[src/rtl/sap_pkg.sv]
package sap_pkg;

    localparam int WORD_W     = 16;
    localparam int SAMPLE_W   = 24;
    localparam int NUM_SLOTS  = 4;
    localparam int SYNC_DEPTH = 2;

    localparam int PAD_W  = SAMPLE_W - WORD_W;
    localparam int BIT_W  = $clog2(WORD_W);
    localparam int SLOT_W = $clog2(NUM_SLOTS);

    // The four words carried in one outbound frame, in slot order.
    typedef struct packed {
        logic [WORD_W-1:0] left;
        logic [WORD_W-1:0] right;
        logic [WORD_W-1:0] ctrl0;
        logic [WORD_W-1:0] ctrl1;
    } tx_frame_t;

    typedef struct packed {
        logic [SAMPLE_W-1:0] left;
        logic [SAMPLE_W-1:0] right;
    } stereo_t;

    function automatic logic [SAMPLE_W-1:0] align_word(input logic [WORD_W-1:0] w);
        return {w, {PAD_W{1'b0}}};
    endfunction

    function automatic logic [WORD_W-1:0] pick_slot(input tx_frame_t f,
                                                    input logic [SLOT_W-1:0] s);
        logic [WORD_W-1:0] r;
        case (s)
            SLOT_W'(0): r = f.left;
            SLOT_W'(1): r = f.right;
            SLOT_W'(2): r = f.ctrl0;
            default:    r = f.ctrl1;
        endcase
        return r;
    endfunction

endpackage

[src/rtl/sap_sync.sv]
module sap_sync
    import sap_pkg::*;
#(
    parameter int STAGES = SYNC_DEPTH
) (
    input  logic clk,
    input  logic rst,
    input  logic sclk_i,
    input  logic fsync_i,
    input  logic sdin_i,
    output logic fs_s,
    output logic din_s,
    output logic rise,
    output logic fall
);
    logic [STAGES-1:0] sclk_p, fs_p, din_p;
    logic              sclk_d;

    always_ff @(posedge clk) begin
        if (rst) begin
            sclk_p <= '0;
            fs_p   <= '0;
            din_p  <= '0;
            sclk_d <= 1'b0;
        end else begin
            sclk_p <= {sclk_p[STAGES-2:0], sclk_i};
            fs_p   <= {fs_p[STAGES-2:0], fsync_i};
            din_p  <= {din_p[STAGES-2:0], sdin_i};
            sclk_d <= sclk_p[STAGES-1];
        end
    end

    assign fs_s  = fs_p[STAGES-1];
    assign din_s = din_p[STAGES-1];
    assign rise  =  sclk_p[STAGES-1] & ~sclk_d;
    assign fall  = ~sclk_p[STAGES-1] &  sclk_d;

endmodule

[src/rtl/sap_rx.sv]
module sap_rx
    import sap_pkg::*;
(
    input  logic    clk,
    input  logic    rst,
    input  logic    fall,
    input  logic    fs_s,
    input  logic    din_s,
    input  logic    rd,
    input  logic    clr,
    output stereo_t pair,
    output logic    done,
    output logic    overrun
);
    localparam logic [BIT_W-1:0]  LAST_BIT  = BIT_W'(WORD_W - 1);
    localparam logic [SLOT_W-1:0] LAST_SLOT = SLOT_W'(NUM_SLOTS - 1);

    logic                armed;
    logic [BIT_W-1:0]    bit_cnt;
    logic [SLOT_W-1:0]   slot;
    logic [WORD_W-2:0]   shreg;
    logic [WORD_W-1:0]   left_hold;
    logic                unread;
    logic [WORD_W-1:0]   word_now;

    assign word_now = {shreg, din_s};

    always_ff @(posedge clk) begin
        if (rst) begin
            armed     <= 1'b0;
            bit_cnt   <= '0;
            slot      <= '0;
            shreg     <= '0;
            left_hold <= '0;
            unread    <= 1'b0;
            pair      <= '0;
            done      <= 1'b0;
            overrun   <= 1'b0;
        end else begin
            done <= 1'b0;
            if (rd) unread <= 1'b0;
            if (fall && fs_s) begin
                armed   <= 1'b1;
                bit_cnt <= '0;
                slot    <= '0;
            end else if (fall && armed) begin
                shreg <= word_now[WORD_W-2:0];
                if (bit_cnt == LAST_BIT) begin
                    bit_cnt <= '0;
                    if (slot == SLOT_W'(0)) left_hold <= word_now;
                    if (slot == SLOT_W'(1)) begin
                        pair.left  <= align_word(left_hold);
                        pair.right <= align_word(word_now);
                        done       <= 1'b1;
                        unread     <= 1'b1;
                        if (unread && !rd) overrun <= 1'b1;
                    end
                    if (slot == LAST_SLOT) begin
                        slot  <= '0;
                        armed <= 1'b0;
                    end else begin
                        slot <= slot + SLOT_W'(1);
                    end
                end else begin
                    bit_cnt <= bit_cnt + BIT_W'(1);
                end
            end
            if (clr) overrun <= 1'b0;
        end
    end

endmodule

[src/rtl/sap_tx.sv]
module sap_tx
    import sap_pkg::*;
(
    input  logic                clk,
    input  logic                rst,
    input  logic                rise,
    input  logic                fall,
    input  logic                fs_s,
    input  logic                wr,
    input  logic [SAMPLE_W-1:0] left_i,
    input  logic [SAMPLE_W-1:0] right_i,
    input  logic [WORD_W-1:0]   ctrl0_i,
    input  logic [WORD_W-1:0]   ctrl1_i,
    input  logic                clr,
    output logic                sdout,
    output logic                underrun
);
    localparam logic [BIT_W-1:0]  LAST_BIT  = BIT_W'(WORD_W - 1);
    localparam logic [SLOT_W-1:0] LAST_SLOT = SLOT_W'(NUM_SLOTS - 1);

    tx_frame_t          stage, cur, src;
    logic               fresh;
    logic               armed;
    logic [BIT_W-1:0]   bit_cnt;
    logic [SLOT_W-1:0]  slot;
    logic               load_now;
    logic [WORD_W-1:0]  word_sel;

    wire unused_low = ^{left_i[PAD_W-1:0], right_i[PAD_W-1:0]};

    assign load_now = (bit_cnt == '0) && (slot == '0);

    always_comb begin
        src      = load_now ? stage : cur;
        word_sel = pick_slot(src, slot);
    end

    always_ff @(posedge clk) begin
        if (rst) begin
            stage    <= '0;
            cur      <= '0;
            fresh    <= 1'b0;
            armed    <= 1'b0;
            bit_cnt  <= '0;
            slot     <= '0;
            sdout    <= 1'b0;
            underrun <= 1'b0;
        end else begin
            if (fall && fs_s) begin
                armed   <= 1'b1;
                bit_cnt <= '0;
                slot    <= '0;
            end else if (rise && armed) begin
                if (load_now) begin
                    cur   <= stage;
                    fresh <= 1'b0;
                    if (!fresh) underrun <= 1'b1;
                end
                sdout <= word_sel[LAST_BIT - bit_cnt];
                if (bit_cnt == LAST_BIT) begin
                    bit_cnt <= '0;
                    if (slot == LAST_SLOT) begin
                        slot  <= '0;
                        armed <= 1'b0;
                    end else begin
                        slot <= slot + SLOT_W'(1);
                    end
                end else begin
                    bit_cnt <= bit_cnt + BIT_W'(1);
                end
            end else if (rise) begin
                sdout <= 1'b0;
            end
            if (wr) begin
                stage.left  <= left_i[SAMPLE_W-1 -: WORD_W];
                stage.right <= right_i[SAMPLE_W-1 -: WORD_W];
                stage.ctrl0 <= ctrl0_i;
                stage.ctrl1 <= ctrl1_i;
                fresh       <= 1'b1;
            end
            if (clr) underrun <= 1'b0;
        end
    end

endmodule

[src/rtl/sap_port.sv]
module sap_port
    import sap_pkg::*;
(
    input  logic                clk,
    input  logic                rst,
    input  logic                sclk_i,
    input  logic                fsync_i,
    input  logic                sdin_i,
    output logic                sdout_o,
    input  logic                tx_wr_i,
    input  logic [SAMPLE_W-1:0] tx_left_i,
    input  logic [SAMPLE_W-1:0] tx_right_i,
    input  logic [WORD_W-1:0]   tx_ctrl0_i,
    input  logic [WORD_W-1:0]   tx_ctrl1_i,
    input  logic                rx_rd_i,
    output logic [SAMPLE_W-1:0] rx_left_o,
    output logic [SAMPLE_W-1:0] rx_right_o,
    output logic                frame_done_o,
    input  logic                status_clr_i,
    output logic                tx_underrun_o,
    output logic                rx_overrun_o
);
    logic    fs_s, din_s, rise, fall;
    stereo_t pair;

    sap_sync #(.STAGES(SYNC_DEPTH)) u_sync (
        .clk     (clk),
        .rst     (rst),
        .sclk_i  (sclk_i),
        .fsync_i (fsync_i),
        .sdin_i  (sdin_i),
        .fs_s    (fs_s),
        .din_s   (din_s),
        .rise    (rise),
        .fall    (fall)
    );

    sap_rx u_rx (
        .clk     (clk),
        .rst     (rst),
        .fall    (fall),
        .fs_s    (fs_s),
        .din_s   (din_s),
        .rd      (rx_rd_i),
        .clr     (status_clr_i),
        .pair    (pair),
        .done    (frame_done_o),
        .overrun (rx_overrun_o)
    );

    sap_tx u_tx (
        .clk      (clk),
        .rst      (rst),
        .rise     (rise),
        .fall     (fall),
        .fs_s     (fs_s),
        .wr       (tx_wr_i),
        .left_i   (tx_left_i),
        .right_i  (tx_right_i),
        .ctrl0_i  (tx_ctrl0_i),
        .ctrl1_i  (tx_ctrl1_i),
        .clr      (status_clr_i),
        .sdout    (sdout_o),
        .underrun (tx_underrun_o)
    );

    assign rx_left_o  = pair.left;
    assign rx_right_o = pair.right;

endmodule

[config.mk]
export PLATFORM = sky130hd
export DESIGN_NAME = sap_port
export DESIGN_NICKNAME = d
export VERILOG_FILES = /design/src/rtl/sap_pkg.sv /design/src/rtl/sap_sync.sv /design/src/rtl/sap_rx.sv /design/src/rtl/sap_tx.sv /design/src/rtl/sap_port.sv
export SDC_FILE = /design/constraint.sdc
export NUM_CORES = 1
export LEC_CHECK = 0
export BUFFER_PORTS_ARGS = -buffer_cell sky130_fd_sc_hd__buf_4
export CAP_MARGIN = 15
export CELL_PAD_IN_SITES_DETAIL_PLACEMENT = 1
export CELL_PAD_IN_SITES_GLOBAL_PLACEMENT = 2
export CORE_MARGIN = 3
export CORE_UTILIZATION = 34
export DETAILED_ROUTE_END_ITERATION = 12
export PLACE_DENSITY = 0.78
export SYNTH_ARGS = -nofsm -noshare
export SYNTH_HDL_FRONTEND = slang
export SYNTH_SLANG_ARGS = --single-unit
[constraint.sdc]
create_clock -name clk -period 3.2 [get_ports clk]
set_clock_uncertainty 0.15 [all_clocks]
set_input_delay 0.64 -clock clk [delete_from_list [all_inputs] [get_ports clk]]
set_output_delay 0.64 -clock clk [all_outputs]
set_load 0.05 [all_outputs]
==> results of run 1 <==
[power groups by stage]
stage / sequential, µW / clock, µW / combinational (µW)
after floorplan: 2850 / 0 / 217
after global placement: 2880 / 0 / 313
after detailed placement: 2880 / 0 / 316
after CTS: 2820 / 3000 / 318
after global routing: 2820 / 3120 / 346
final: 2820 / 2920 / 313
[synthesized netlist by cell type, types with 3 or more instances]
library cell	number
clkbuf_1	45
mux2i_1	77
nand3_1	12
buf_2	24
a211oi_1	4
nand2b_1	4
a21oi_1	144
o211ai_1	4
ha_1	10
nor2_1	85
nor2b_1	8
xor2_1	3
buf_4	20
o221ai_1	4
buf_1	4
dfxtp_1	218
nor4_1	3
inv_1	6
nand2_1	294
mux4_2	4
a31oi_1	3
buf_6	3
a221oi_1	28
nor3_1	5
[state kept, by name (all words and copies together) (netlist names), 2 cells and up]
signal	count
u_rx.bit_cnt	4
u_rx.left_hold	16
u_rx.pair	32
u_rx.shreg	15
u_rx.slot	2
u_sync.din_p	2
u_sync.fs_p	2
u_sync.sclk_p	2
u_tx.bit_cnt	4
u_tx.cur	64
u_tx.slot	2
u_tx.stage	64
[cell families (layout without fill, tap and decap cells)]
family                     Yosys count  after routing
muxes                               83             83
adders and majority gates           10             10
and+or+nand+nor                    426            426
other                                1             16
DFF                                218            218
buffers and inverters              106            180
AOI/OAI and AO/OA                  209            209
xor gates and xnor gates             4              4
[per-layer routing]
layer	GRT usage [%]	share of wire (%)
met5	0	0
met2	26.0	43
met4	3.45	1.7
met1	25.2	51
met3	2.32	4.0
[worst register-to-register path, stage by stage (launching register included)]
cell	delay, ns
dfxtp_1	0.39
inv_1	0.08
ha_1	0.41
buf_4	0.29
a221oi_1	0.31
nor2_1	0.15
o311ai_0	0.34
a41oi_1	0.17
a21oi_1	0.20
nor3_2	0.06
[worst min-delay path by stage]
stage | startpoint | end | slack [ns] | cells after the start
3_3_place_gp | u_sync.din_p[0] | u_sync.din_p[1] | 0.27 | 1
4_1_cts | status_clr_i | u_tx.underrun | 0.14 | 2
5_1_grt | status_clr_i | u_tx.underrun | 0.14 | 2
6_report | status_clr_i | u_tx.underrun | 0.16 | 2
3_5_place_dp | u_sync.din_p[0] | u_sync.din_p[1] | 0.29 | 1
2_1_floorplan | u_sync.din_p[0] | u_sync.din_p[1] | 0.26 | 1
[per-stage QoR]
stage	power, µW	util (%)	std cells	worst slack [ns]
finish	6050	42.5	1476	0.513
global route	6290	42.5	1476	0.292
floorplan	3070	-	1072	0.646
global placement	3190	39.2	1436	0.570
CTS	6130	42.5	1476	0.460
detailed placement	3190	39.2	1436	0.521
[cell usage in the layout (no fill, tap or decap), types with 6 or more instances in the layout]
cell type / n
buf_12: 6
buf_4: 125
inv_1: 6
nor2_1: 84
a221oi_1: 28
nor2b_1: 8
nand3_1: 11
mux2i_1: 77
ha_1: 10
nand2_1: 294
conb_1: 16
a21oi_1: 144
clkbuf_16: 25
dfxtp_1: 218
[final cells by class]
type | instances | area [µm²]
Tap cell | 330 | 413
Timing Repair Buffer | 132 | 1070
Clock buffer | 34 | 699
Sequential cell | 218 | 4360
Inverter | 8 | 30.0
Clock inverter | 6 | 130
Fill cell | 2999 | 14700
Multi-Input combinational cell | 748 | 4150
==> impl_metrics.tcl, run 1 <==
set metrics [dict create \
    drc 0 \
    cap_violations 0 \
    synth_xor_area_share_pct 0.391 \
    path_buf_inv 2 \
    die_area_um2 28300 \
    core_um2 25500 \
    clk_latency_ns 0.51 \
    reg2reg_to "u_tx.sdout" \
    swShare_pct 21.8 \
    antenna_found_initial 0 \
    root_buffer "clkbuf_16" \
    cts.htree.levels 1 \
    dp_hpwl_mm 16.1 \
    placementRows 58 \
    nets 1231 \
    post_route_cells_drive_above_1_share_pct 16.4 \
    worst_ep_required_time_ns 3.43 \
    n_antenna_cell 0 \
    cp_num_cells 9 \
    first_pass_iters 4 \
    clkSinkCount 218 \
    crit_path_end_kind "register" \
    critPathLaunchType "register" \
    ys_seq_elements 218 \
    status "finished clean" \
    max_stage_delay_ns 0.41 \
    comb_power_share_pct 5.2 \
    die_h_um 168 \
    reg2reg_depth 9 \
    via_count 7428 \
    boundaryPins 140 \
    p_clk_share_pct 48.3 \
    syn_avg_cell_area_um2 8.48 \
    floorplan.initialDensity_pct 35.1 \
    clockBufferDepth 3 \
    synth_cell_types 59 \
    yosysWarnings 0 \
    vias_per_cell 5.03 \
    startpoint "u_tx.slot[1]" \
    p_per_area_nw_per_um2 558 \
    holdWs_ns 0.156 \
    r2r_start "u_tx.slot[1]" \
    hold_path.class "primary input to register" \
    final_hold_viol_count 0 \
    slowest_stage "ha_1" \
    period_share_pct 84.0 \
    drt_wl_total_mm 24.3 \
    rsz0062_at_grt "false" \
    synth-adder-area-share_pct 1.40 \
    clk_pin_slew_ns 0.06 \
    place_congestion 0.742 \
    slew_headroom_pct 43.8 \
    die_x_um 168 \
    synth-compound-area-share_pct 14.4 \
    internal-power_uw 4740 \
    synth_mux_area_share_pct 9.90 \
    syn_inst 1057 \
    synthToLayoutAreaGrowth_pct 21.1 \
    ctsResizeCount 0 \
    overflow 0 \
    synth_area_leaders "dfxtp_1 (49%), nand2_1 (12%), mux2i_1 (8.6%)" \
    max_freq_ghz 0.372 \
    synth-simple-area-share_pct 19.2 \
    gr-usage-all-layers_pct 16.9 \
    synth-main-ff-cell "dfxtp_1" \
    cts_buffers 25 \
    switchingPower_uw 1320 \
    synth-async-reset-ratio_pct 0 \
    cp-endpoint "u_tx.sdout" \
    holdBufCountCts 0 \
    drtIter0Drc 456 \
    synth_top_family_by_area "simple AND/OR/NAND/NOR gates" \
    netlist.area_leader.share_pct 48.7 \
    cts_setup_buffers 0 \
    place_area_um2 10000 \
    peakVddDrop_mv 0.356 \
    grt_pass1_vias 7330 \
    antenna_left 0 \
    grt_pass1_wl_mm 39.7 \
    finalSetupViolations 0 \
    cts_tree "done" \
    synth_edf_count 0 \
    p_leak_uw 0.00412 \
    r2r_slack_ns 0.51 \
    tightest_slew_ns 0.842 \
    grt_max_degree 112 \
    finalSetupTns_ns 0 \
    seq_area_frac_synth_pct 48.7 \
    design_area_um2 10900 \
    syn_area_um2 8960 \
    criticalPathCategory "register to register" \
    slew_violations 0 \
    critPathMaxFanout 16 \
    p_seq_share_pct 46.6 \
    io_buffers 107 \
    cp.arrival_ns 2.92 \
    synth_top_cell_by_area "dfxtp_1" \
    min_period_ns 2.69 \
    cp_cell_sequence "inv_1 > ha_1 > buf_4 > a221oi_1 > nor2_1 > o311ai_0 > a41oi_1 > a21oi_1 > nor3_2" \
    cp_top_family "compound AO/OA/AOI/OAI gates" \
    avgRoutedWirePerCell_um 16.5 \
]
(Power assumes the default switching activity.)
==> inputs of run 2 (changes only) <==
- CORE_UTILIZATION: 34 -> 30
- PLACE_DENSITY: 0.78 -> 0.73
- clock period: 3.2 -> 2.4 ns (I/O delays scaled with it)
==> impl_metrics.tcl, run 2 (synthesis results as in run 1) <==
set metrics [dict create \
    tightest_slew_ns 0.619 \
    place_congestion 0.774 \
    finalSetupViolations 1 \
    floorplan.initialDensity_pct 30.8 \
    utilization_pct 39.5 \
    p_per_area_nw_per_um2 718 \
    hold_path.class "primary input to register" \
    io_buffers 107 \
    fin_ws_ns -0.00712 \
    clkSinkCount 218 \
    violations "setup timing" \
    post-place-cells 1520 \
    holdWs_ns 0.0289 \
    wl_met1_mm 13.1 \
    cp_top_family "compound AO/OA/AOI/OAI gates" \
    boundaryPins 140 \
    cp.arrival_ns 2.66 \
    finalNonFillerCells 1573 \
    status "complete, but fails checks" \
    grt_pass1_vias 7465 \
    cts.htree.levels 1 \
    root_buffer "clkbuf_16" \
    slew_violations 0 \
    finalSetupTns_ns -0.00712 \
    cpMostUsedCell "buf_12" \
    critPathLaunchType "register" \
    dp_hpwl_mm 17.4 \
    die_x_um 179 \
    design_area_um2 11500 \
    grt_max_degree 76 \
    place_area_um2 10400 \
    core_um2 29100 \
    wl_met3_mm 1.10 \
    nets 1267 \
    min_period_ns 2.41 \
    die_area_um2 32000 \
    cp_cell_sequence "inv_2 > buf_4 > ha_4 > buf_12 > buf_12 > a221oi_1 > o221ai_2 > o311ai_1 > a211oi_2 > a21oi_1 > nor3_2" \
    slowest_stage "a221oi_1" \
    grt_pass1_wl_mm 41.0 \
    clockBufferDepth 3 \
    clk_pin_slew_ns 0.06 \
    cts_tree "done" \
    first_pass_iters 4 \
    route.met2.wl_mm 11.1 \
    p_leak_uw 0.00440 \
    antenna_left 0 \
    n_antenna_cell 0 \
    max_stage_delay_ns 0.47 \
    antenna_found_initial 0 \
    maxUsedRoutingLayer "met4" \
    vias_per_cell 4.84 \
    drtIter0Drc 343 \
    cts_buffers 26 \
    overflow 0 \
    critPathMaxFanout 11 \
    avgRoutedWirePerCell_um 16.4 \
    clk_latency_ns 0.53 \
    max_freq_ghz 0.415 \
    peakVddDrop_mv 0.438 \
    rsz0062_at_grt "true" \
    gr-usage-all-layers_pct 15.8 \
    largestRegisters "u_tx.cur x64, u_tx.stage x64, u_rx.pair x32" \
    die_h_um 179 \
    final_hold_viol_count 0 \
    drt_wl_total_mm 25.8 \
    post_route_cells_drive_above_1_share_pct 21.0 \
    via_count 7611 \
    placementRows 62 \
    worst_ep_required_time_ns 2.65 \
    mostFrequentLayoutCells "nand2_1 (294), dfxtp_1 (216), buf_4 (151)" \
    cap_violations 0 \
    criticalPathCategory "register to register" \
    drc 0 \
    path_buf_inv 4 \
    period_share_pct 100 \
    crit_path_end_kind "register" \
    slew_headroom_pct 58.7 \
    synthToLayoutAreaGrowth_pct 28.1 \
    final_common_cell "nand2_1" \
]
[run 2: cell count changes in the layout (fill, tap and decap cells not counted), moves of 3 or more]
cell,delta
ha_1,-3
buf_12,+3
a221oi_1,-8
a221oi_2,+8
ha_4,+3
buf_4,+26
[run 2: worst paths after layout]
path | startpoint | to | slack (ns) | depth (start not counted)
setup reg to reg | u_tx.slot[1] | u_tx.sdout | -0.007 | 11
hold reg to reg | u_sync.din_p[0] | u_sync.din_p[1] | 0.29 | 1
setup / recovery | u_tx.slot[1] | u_tx.sdout | -0.007 | 11
hold / removal | tx_left_i[11] | u_tx.stage[51] | 0.03 | 3
[run 2: what timing repair did]
action                                 in CTS  in global routing
cloned                                      2                  0
pin swaps                                  12                  4
resized for setup                          31                  6
setup endpoints to repair                   1                 79
hold buffers                                1                  0
setup buffers                               4                  0
endpoints found under the hold margin       2                  0
[run 2: cell type report]
| type | instances | area [µm²] |
|---|---|---|
| well taps | 384 | 480 |
| fillers | 3390 | 17600 |
| multi-input cells | 748 | 4290 |
| repair buffers | 167 | 1420 |
| flip-flops and latches | 218 | 4370 |
| clock inverters | 9 | 134 |
| inverters | 8 | 35.0 |
| clock buffers | 39 | 759 |
[run 2: stage by stage]
| stage | power (µW) | setup WS (ns) |
|---|---|---|
| global route | 8570 | -0.142 |
| finish | 8240 | -0.00712 |
| detailed placement | 4270 | -0.114 |
| global placement | 4260 | -0.0625 |
| CTS | 8370 | 0.00275 |
| floorplan | 4100 | 0.0110 |
[run 2: power breakdown]
part	switching (µW)	internal, µW
combinational	237	195
sequential	70.6	3690
clock	1540	2510
total	1850	6390
[run 2: per-layer routing]
metal | up-vias | GRT usage [%]
li1 | 3782 | -
met1 | 3655 | 23.6
met2 | 138 | 24.0
met3 | 36 | 2.29
met4 | 0 | 3.90
met5 | - | 0
[run 2: worst reg2reg max path: stages (launching register included)]
cell and delay [ns]:
dfxtp_2 0.33, inv_2 0.05, buf_4 0.13, ha_4 0.16, buf_12 0.14, buf_12 0.14, a221oi_1 0.47, o221ai_2 0.22
o311ai_1 0.15, a211oi_2 0.09, a21oi_1 0.20, nor3_2 0.05
==> inputs of run 3 (changes only) <==
- CORE_UTILIZATION: 30 -> 34
- PLACE_DENSITY: 0.73 -> 0.78
- clock period: 2.4 -> 2.6 ns (I/O delays scaled with it)
==> impl_metrics.tcl, run 3 (synthesis results as in run 1) <==
set metrics [dict create \
    grt_pass1_vias 7510 \
    drt_wl_total_mm 24.9 \
    die_x_um 168 \
    p_per_area_nw_per_um2 680 \
    top_usage_layer "met2" \
    overflow 0 \
    use_met2_pct 26.6 \
    criticalPathCategory "register to register" \
    worst_ep_required_time_ns 2.85 \
    tightest_slew_ns 0.625 \
    root_buffer "clkbuf_16" \
    place_congestion 0.765 \
    globalRouteMet3Util_pct 2.51 \
    critPathMaxFanout 15 \
    status "finished clean" \
    clk_pin_slew_ns 0.06 \
    antenna_found_initial 0 \
    post_route_cells_drive_above_1_share_pct 19.5 \
    via_count 7560 \
    slew_headroom_pct 58.4 \
    post-place-cells 1452 \
    largestRegisters "u_tx.cur x64, u_tx.stage x64, u_rx.pair x32" \
    n_antenna_cell 0 \
    mostFrequentLayoutCells "nand2_1 (294), dfxtp_1 (216), a21oi_1 (143)" \
    fin_ws_ns 0.0922 \
    dp_hpwl_mm 16.5 \
    nets 1251 \
    die_h_um 168 \
    min_period_ns 2.51 \
    use_met1_pct 25.6 \
    seq_area_um2 4370 \
    synthToLayoutAreaGrowth_pct 24.5 \
    boundaryPins 140 \
    avgRoutedWirePerCell_um 16.6 \
    grt_max_degree 74 \
    cts_tree "done" \
    final_hold_viol_count 0 \
    critPathLaunchType "register" \
    first_pass_iters 4 \
    antenna_left 0 \
    cap_violations 0 \
    io_buffers 107 \
    gr-usage-all-layers_pct 17.2 \
    slew_violations 0 \
    dp_slack_ns 0.0400 \
    hold_path.class "primary input to register" \
    die_area_um2 28300 \
    multi_input_area_um2 4190 \
    cts.htree.levels 1 \
    finalSetupViolations 0 \
    vias_per_cell 5.03 \
    filler_cell_count 2981 \
    finalNonFillerCells 1502 \
    period_share_pct 96.5 \
    clk_latency_ns 0.52 \
    clkSinkCount 218 \
    max_freq_ghz 0.399 \
    cts_buffers 27 \
    drc 0 \
    crit_path_end_kind "register" \
    cp.arrival_ns 2.76 \
    placementRows 58 \
    drtIter0Drc 418 \
    final_common_cell "nand2_1" \
    floorplan.initialDensity_pct 35.1 \
    clockBufferDepth 3 \
    p_leak_uw 0.00426 \
    grt_pass1_wl_mm 40.4 \
    core_um2 25500 \
    peakVddDrop_mv 0.516 \
]
[run 3: routing by layer]
layer | part of all wire, % | routed length, µm | vias up
met4 | 1.7 | 428 | 0
met5 | 0 | 0 | -
li1 | - | - | 3738
met2 | 43 | 10800 | 141
met3 | 4.1 | 1020 | 25
met1 | 51 | 12700 | 3656
[run 3: cell type report]
type	instances	share of cell area (%)
Sequential cell	218	39.1
Multi-Input combinational cell	748	37.6
Timing Repair Buffer	150	11.1
Clock buffer	39	7.36
Tap cell	330	3.70
Clock inverter	9	0.863
Inverter	8	0.269
[run 3: what timing repair did]
item / CTS / global route
setup buffers: 0 / 1
hold buffers: 0 / 0
gates resized for setup: 0 / 14
setup endpoints to repair: 0 / 1
[run 3: critical path: stages, from the launching register on]
cell and delay, ns:
dfxtp_1 0.36, inv_2 0.07, ha_4 0.18, nor4bb_4 0.16, buf_4 0.15, buf_12 0.14, a221o_1 0.30, a221oi_2 0.25
a31oi_1 0.08, a221oi_2 0.29, o311a_1 0.22, nor3_2 0.04
[run 3: worst paths after layout]
| kind | end | slack, ns | start | depth (start not counted) |
|---|---|---|---|---|
| worst max register to register | u_tx.sdout | 0.09 | u_tx.slot[0] | 11 |
| worst min register to register | u_sync.fs_p[1] | 0.29 | u_sync.fs_p[0] | 1 |
| worst max-delay path | u_tx.sdout | 0.09 | u_tx.slot[0] | 11 |
| worst min-delay path | u_rx.overrun | 0.03 | status_clr_i | 2 |
[run 3: through the flow]
stage	hold WS (ns)	setup TNS (ns)	util [%]	power (µW)	cell area [µm²]
3_3_place_gp	0.276	0	39.8	3930	10200
3_5_place_dp	0.279	0	39.8	3940	10200
4_1_cts	0.00717	0	43.4	7710	11100
2_1_floorplan	0.264	0	-	3780	9020
5_1_grt	0.00800	-0.00263	43.7	7890	11200
6_report	0.0315	0	43.7	7590	11200
[run 3: power breakdown]
part	switching (µW)	total, µW	leakage [µW]	internal [µW]
Sequential	62.4	3470	0.00177	3410
Clock	1440	3730	0.000445	2290
Combinational	216	389	0.00204	174
Total	1720	7590	0.00426	5870
